$ cat config.mk
export PLATFORM = sky130hd
export DESIGN_NAME = serial_link_ctl
export DESIGN_NICKNAME = d
export VERILOG_FILES = /design/src/rtl/frame_link_pkg.sv /design/src/rtl/link_phase_fsm.sv /design/src/rtl/link_tx_shifter.sv /design/src/rtl/link_rx_shifter.sv /design/src/rtl/serial_link_ctl.sv
export SDC_FILE = /design/constraint.sdc
export NUM_CORES = 2
export LEC_CHECK = 0
export BUFFER_PORTS_ARGS = -buffer_cell sky130_fd_sc_hd__buf_4
export CAP_MARGIN = 20
export CORE_UTILIZATION = 58
export CTS_CLUSTER_SIZE = 25
export DETAILED_ROUTE_END_ITERATION = 8
export GPL_TIMING_DRIVEN = 1
export PLACE_DENSITY = 0.79
export SLEW_MARGIN = 25
export SYNTH_ARGS = -nofsm -noshare
export SYNTH_HDL_FRONTEND = slang
export SYNTH_SLANG_ARGS = --single-unit
export TNS_END_PERCENT = 30
$ cat constraint.sdc
create_clock -name bit_clk -period 2.5 [get_ports bit_clk]
set_clock_uncertainty 0.05 [all_clocks]
set_input_delay 0.25 -clock bit_clk [delete_from_list [all_inputs] [get_ports bit_clk]]
set_output_delay 0.25 -clock bit_clk [all_outputs]
set_load 0.005 [all_outputs]
$ cat src/rtl/frame_link_pkg.sv
package frame_link_pkg;

    // Phase of the link frame
    typedef enum logic [1:0] {
        PH_HALT = 2'd0,
        PH_TAG  = 2'd1,
        PH_DATA = 2'd2
    } phase_t;

    localparam int unsigned DEF_FRAME_BITS = 256;
    localparam int unsigned DEF_TAG_BITS   = 16;

endpackage

$ cat src/rtl/link_phase_fsm.sv
module link_phase_fsm
    import frame_link_pkg::*;
#(
    parameter int unsigned FRAME_BITS = DEF_FRAME_BITS,
    parameter int unsigned TAG_BITS   = DEF_TAG_BITS,
    localparam int unsigned CNT_W     = $clog2(FRAME_BITS)
) (
    input  logic             clk,
    input  logic             rst_n,
    input  logic             halt_req,
    output logic             enter_frame,
    output logic             running,
    output logic             in_tag,
    output logic             first_bit,
    output logic             last_bit,
    output logic [CNT_W-1:0] bit_idx
);

    localparam logic [CNT_W-1:0] LAST_IDX = CNT_W'(FRAME_BITS - 1);
    localparam logic [CNT_W-1:0] TAG_END  = CNT_W'(TAG_BITS - 1);

    phase_t           state, state_nx;
    logic [CNT_W-1:0] cnt, cnt_nx;

    // State register
    always_ff @(posedge clk or negedge rst_n) begin
        if (!rst_n) begin
            state <= PH_HALT;
            cnt   <= '0;
        end else begin
            state <= state_nx;
            cnt   <= cnt_nx;
        end
    end

    // Next-state logic
    always_comb begin
        state_nx    = state;
        cnt_nx      = cnt + 1'b1;
        enter_frame = 1'b0;
        unique case (state)
            PH_HALT: begin
                cnt_nx = '0;
                if (!halt_req) begin
                    state_nx    = PH_TAG;
                    enter_frame = 1'b1;
                end
            end
            PH_TAG: begin
                if (halt_req) begin
                    state_nx = PH_HALT;
                    cnt_nx   = '0;
                end else if (cnt == TAG_END) begin
                    state_nx = PH_DATA;
                end
            end
            PH_DATA: begin
                if (halt_req) begin
                    state_nx = PH_HALT;
                    cnt_nx   = '0;
                end else if (cnt == LAST_IDX) begin
                    state_nx    = PH_TAG;
                    cnt_nx      = '0;
                    enter_frame = 1'b1;
                end
            end
            default: begin
                state_nx = PH_HALT;
                cnt_nx   = '0;
            end
        endcase
    end

    // Outputs decoded from the state register
    always_comb begin
        running   = (state != PH_HALT);
        in_tag    = (state == PH_TAG);
        first_bit = (state == PH_TAG) && (cnt == '0);
        last_bit  = (state == PH_DATA) && (cnt == LAST_IDX);
        bit_idx   = cnt;
    end

endmodule

$ cat src/rtl/link_tx_shifter.sv
module link_tx_shifter #(
    parameter int unsigned FRAME_BITS = 256
) (
    input  logic                  clk,
    input  logic                  rst_n,
    input  logic                  load,
    input  logic [FRAME_BITS-1:0] word,
    input  logic                  enter_frame,
    input  logic                  running,
    output logic                  ser_bit
);

    logic [FRAME_BITS-1:0] hold_q;
    logic [FRAME_BITS-1:0] shift_q;

    always_ff @(posedge clk or negedge rst_n) begin
        if (!rst_n) begin
            hold_q  <= '0;
            shift_q <= '0;
        end else begin
            if (load)
                hold_q <= word;
            if (enter_frame)
                shift_q <= hold_q;
            else if (running)
                shift_q <= {shift_q[FRAME_BITS-2:0], 1'b0};
        end
    end

    assign ser_bit = running & shift_q[FRAME_BITS-1];

endmodule

$ cat src/rtl/link_rx_shifter.sv
module link_rx_shifter #(
    parameter int unsigned FRAME_BITS = 256
) (
    input  logic                  clk,
    input  logic                  rst_n,
    input  logic                  running,
    input  logic                  last_bit,
    input  logic                  ser_bit,
    output logic [FRAME_BITS-1:0] word,
    output logic                  done
);

    logic [FRAME_BITS-1:0] shift_q;
    logic [FRAME_BITS-1:0] shift_nx;

    assign shift_nx = {shift_q[FRAME_BITS-2:0], ser_bit};

    // Falling-edge capture
    always_ff @(negedge clk or negedge rst_n) begin
        if (!rst_n) begin
            shift_q <= '0;
            word    <= '0;
            done    <= 1'b0;
        end else begin
            done <= 1'b0;
            if (running) begin
                shift_q <= shift_nx;
                if (last_bit) begin
                    word <= shift_nx;
                    done <= 1'b1;
                end
            end
        end
    end

endmodule

$ cat src/rtl/serial_link_ctl.sv
module serial_link_ctl
    import frame_link_pkg::*;
#(
    parameter int unsigned FRAME_BITS = DEF_FRAME_BITS,
    parameter int unsigned TAG_BITS   = DEF_TAG_BITS
) (
    input  logic                  bit_clk,
    input  logic                  rst_n,
    input  logic                  pwr_down,
    input  logic [FRAME_BITS-1:0] tx_word,
    input  logic                  tx_load,
    input  logic                  ser_in,
    output logic                  fr_mark,
    output logic                  ser_out,
    output logic                  fr_start,
    output logic [FRAME_BITS-1:0] rx_word,
    output logic                  rx_done
);

    localparam int unsigned CNT_W = $clog2(FRAME_BITS);

    logic             enter_frame;
    logic             running;
    logic             in_tag;
    logic             first_bit;
    logic             last_bit;
    logic [CNT_W-1:0] bit_idx;

    link_phase_fsm #(
        .FRAME_BITS (FRAME_BITS),
        .TAG_BITS   (TAG_BITS)
    ) u_fsm (
        .clk         (bit_clk),
        .rst_n       (rst_n),
        .halt_req    (pwr_down),
        .enter_frame (enter_frame),
        .running     (running),
        .in_tag      (in_tag),
        .first_bit   (first_bit),
        .last_bit    (last_bit),
        .bit_idx     (bit_idx)
    );

    link_tx_shifter #(
        .FRAME_BITS (FRAME_BITS)
    ) u_tx (
        .clk         (bit_clk),
        .rst_n       (rst_n),
        .load        (tx_load),
        .word        (tx_word),
        .enter_frame (enter_frame),
        .running     (running),
        .ser_bit     (ser_out)
    );

    link_rx_shifter #(
        .FRAME_BITS (FRAME_BITS)
    ) u_rx (
        .clk      (bit_clk),
        .rst_n    (rst_n),
        .running  (running),
        .last_bit (last_bit),
        .ser_bit  (ser_in),
        .word     (rx_word),
        .done     (rx_done)
    );

    assign fr_mark  = in_tag;
    assign fr_start = first_bit;

    logic unused_idx;
    assign unused_idx = ^bit_idx;

endmodule

==> flow_metrics.env <==
export IMPL_status="finished with violations"
export IMPL_violations="setup timing"
export IMPL_start_util_pct=58.6
export IMPL_grtUsageTotal_pct=29.3
export IMPL_die_area_um2=74700
export IMPL_wl_per_cell_um=24.4
export IMPL_ir_drop_uv=690
export IMPL_vias=28100
export IMPL_path_clk_slew_ns=0.06
export IMPL_syn_num_nets=3092
export IMPL_utilization_pct=76.8
export IMPL_synth_ff_type="dfrtp_1"
export IMPL_cts_sink_count=1034
export IMPL_fin_ws_ns=-0.874
export IMPL_relSlewSlack_pct=43.3
export IMPL_critPathCaptureType="flop"
export IMPL_p_comb_share_pct=22.1
export IMPL_core_area_um2=72800
export IMPL_finalMaxSlewViolations=0
export IMPL_htreeDepth=3
export IMPL_fp_dieW_um=273
export IMPL_startpoint_type="flop"
export IMPL_die_y_um=273
export IMPL_drt_iter0_markers=2117
export IMPL_p_switching_mw=13.8
export IMPL_async_flop_share_pct=100
export IMPL_tightest_slew_ns=0.850
export IMPL_r2r_start="u_fsm.state[0]$_DFFE_PN0P_"
export IMPL_synth_area_um2=42700
export IMPL_grt_start_max_net_pins=114
export IMPL_synth_top_area_share_pct=30.6
export IMPL_design_area_um2=56000
export IMPL_switching_share_pct=28.2
export IMPL_synth_edff_count=0
export IMPL_yosys_warnings=0
export IMPL_syn_area_per_cell_um2=15.1
export IMPL_drive_above_1_share_pct=39.5
export IMPL_worstHoldStart="tx_load"
export IMPL_num_rows=99
export IMPL_power_density_nw_per_um2=873
export IMPL_cp_arrival_ns=2.53
export IMPL_num_nets_final=3894
export IMPL_slowest_delay_ns=0.40
export IMPL_synthCells=2825
export IMPL_ys_types=36
export IMPL_clock_latency_ns=0.65
export IMPL_pre_cts_slack_ns=-0.891
export IMPL_leakage_nw=27.3
export IMPL_cts_tree="done"
export IMPL_antenna_found_initial=20
export IMPL_dpl_cell_area_um2=48600
export IMPL_overflow=0
export IMPL_dp_hpwl_um=63700
export IMPL_yosysMostFrequentCell="mux2_2"
export IMPL_hold_path_class="primary input to flop"
export IMPL_crit_chain="inv_2, ha_4, inv_2, nor4_4, buf_6, clkbuf_16, clkbuf_16, mux2_1"
export IMPL_via_per_inst=5.98
export IMPL_drv_cap=0
export IMPL_yosysSeqAreaShare_pct=60.6
export IMPL_yosys_top_cells_count="539 x mux2_2, 522 x dfrtp_1, 512 x dfrtn_1"
export IMPL_root_buffer="clkbuf_16"
export IMPL_r2r_end="u_rx.word[194]$_DFFE_NN0P_"
export IMPL_ys_seq_elements=1034
export IMPL_cts_made_buffers=105
export IMPL_numPortBuffers=520
export IMPL_crit_fanout=15
export IMPL_critPathKind="flop to flop"
export IMPL_grt_pass1_wl_um=172000
export IMPL_first_pass_iters=5
export IMPL_slowest_stage="dfrtp_1"
export IMPL_finalPower_mw=48.8
export IMPL_clkPwrFrac_pct=34.0
export IMPL_whs_path_depth=2
export IMPL_drt_total_wl_um=114000
export IMPL_r2r_cells=8
export IMPL_synth_top_cell_by_area="dfrtp_1"
export IMPL_drtAntennaViolNets=0
export IMPL_cts_max_path_buffers=3
export IMPL_seq_power_share_pct=43.9
export IMPL_first_global_vias=29600
export IMPL_boundaryPins=521
export IMPL_gp_congestion=0.853
export IMPL_reg2reg_setup_slack_ns=-0.87
export IMPL_intPower_mw=35.1
export IMPL_holdPathEnd="u_tx.hold_q[255]$_DFFE_PN0P_"
export IMPL_area_growth_pct=31.1
export IMPL_rsz0062_at_grt="yes"
export IMPL_finalHoldViolCount=0
export IMPL_drt_drc_violations_left=0
export IMPL_holdWs_ns=0.0349
export IMPL_setup_viol=771
export IMPL_cp_data_required_time_ns=1.65
export IMPL_synth_top_cells_by_area="dfrtp_1 31%, dfrtn_1 30%, mux2_2 14%"
==> logic make-up (layout without fill, tap and decap cells) <==
logic type / Yosys count / in the layout / synth area share (%)
AO/OA/AOI/OAI: 267 / 267 / 6.19
XOR/XNOR: 6 / 6 / 0.123
AND/OR/NAND/NOR: 283 / 283 / 4.12
adder cells (fa/ha/maj): 6 / 6 / 0.176
flip-flops: 1034 / 1034 / 60.6
other: 0 / 15 / 0
buffers and inverters: 206 / 1095 / 2.52
multiplexers: 1023 / 1023 / 26.2
==> final cells by class <==
type	count	area [um^2]
sequential	1034	25900
fill	3944	16900
multi-input combinational	1585	16800
timing repair buffer	893	8360
clock buffer	148	3060
tap	959	1200
clock inverter	46	607
antenna	15	37.5
inverter	8	30.0
==> stage by stage <==
stage,std cells,setup TNS [ns]
floorplan,2825,-295.01
global route,4683,-458.63
CTS,4666,-542.35
global placement,4194,-445.90
detailed placement,4194,-476.72
finish,4688,-416.45
==> critical path, delay by kind of cell (launching register included) <==
kind                       cells  cell delay [ns]
muxes                          1             0.35
DFF                            1             0.40
adders and majority gates      1             0.15
and+or+nand+nor                1             0.21
buffers and inverters          5             0.77
==> power groups by stage <==
stage	Combinational [mW]	Sequential [mW]	Clock (mW)
detailed placement	9.97	21.5	0
global route	11.6	21.6	17.5
finish	10.8	21.4	16.6
CTS	10.4	21.3	16.7
floorplan	8.04	20.8	0
global placement	9.55	21.4	0
==> state kept, by name, summed over array words and instances, names as in the netlist <==
signal	flops
u_rx.word	256
u_rx.done	1
u_rx.shift_q	255
u_fsm.bit_idx	8
u_tx.shift_q	256
u_tx.hold_q	256
u_fsm.state	2
==> worst max-delay path by stage <==
stage	from	end	slack, ns	cells after the start
finish	u_fsm.state[0]$_DFFE_PN0P_	u_rx.word[194]$_DFFE_NN0P_	-0.87	8
global route	u_fsm.state[0]$_DFFE_PN0P_	u_rx.word[174]$_DFFE_NN0P_	-0.93	8
detailed placement	u_fsm.state[0]$_DFFE_PN0P_	u_rx.word[218]$_DFFE_NN0P_	-0.89	7
CTS	u_fsm.state[0]$_DFFE_PN0P_	u_rx.word[80]$_DFFE_NN0P_	-0.90	9
floorplan	u_fsm.bit_idx[0]$_DFF_PN0_	u_rx.word[100]$_DFFE_NN0P_	-0.69	6
global placement	u_fsm.state[0]$_DFFE_PN0P_	u_rx.word[12]$_DFFE_NN0P_	-0.84	7
==> metal layers <==
layer / vias up / share of wire [%] / global-route usage, %
li1: 12000 / - / -
met2: 1049 / 50 / 48.4
met3: 240 / 6.0 / 6.25
met4: 16 / 3.2 / 9.86
met5: - / 0.095 / 0
met1: 14800 / 40 / 38.5
==> timing repair <==
| item | 4_1_cts | 5_1_grt |
|---|---|---|
| endpoints found under the setup margin | 1026 | 1026 |
| hold buffers | 257 | 0 |
| gates cloned | 9 | 11 |
| endpoints found under the hold margin | 257 | 0 |
| pin swaps | 1 | 1 |
| gates resized for setup | 49 | 118 |
| buffers inserted | 12 | 5 |
==> layout by cell type (no fill, tap or decap), drive strengths merged, types with 3 or more instances in the layout <==
cell type / synthesis / routed
bufinv: 0 / 12
nor2b: 257 / 257
dfrtn: 512 / 512
diode: 0 / 15
clkinv: 0 / 26
mux2i: 255 / 255
xnor2: 4 / 4
nor2: 11 / 11
inv: 8 / 15
nor4: 3 / 3
a221o: 255 / 255
dlygate4sd3: 0 / 257
mux2: 768 / 768
buf: 132 / 626
clkbuf: 66 / 158
nand3: 4 / 4
ha: 6 / 6
dfrtp: 522 / 522
Power figures use the tool's default switching activity.
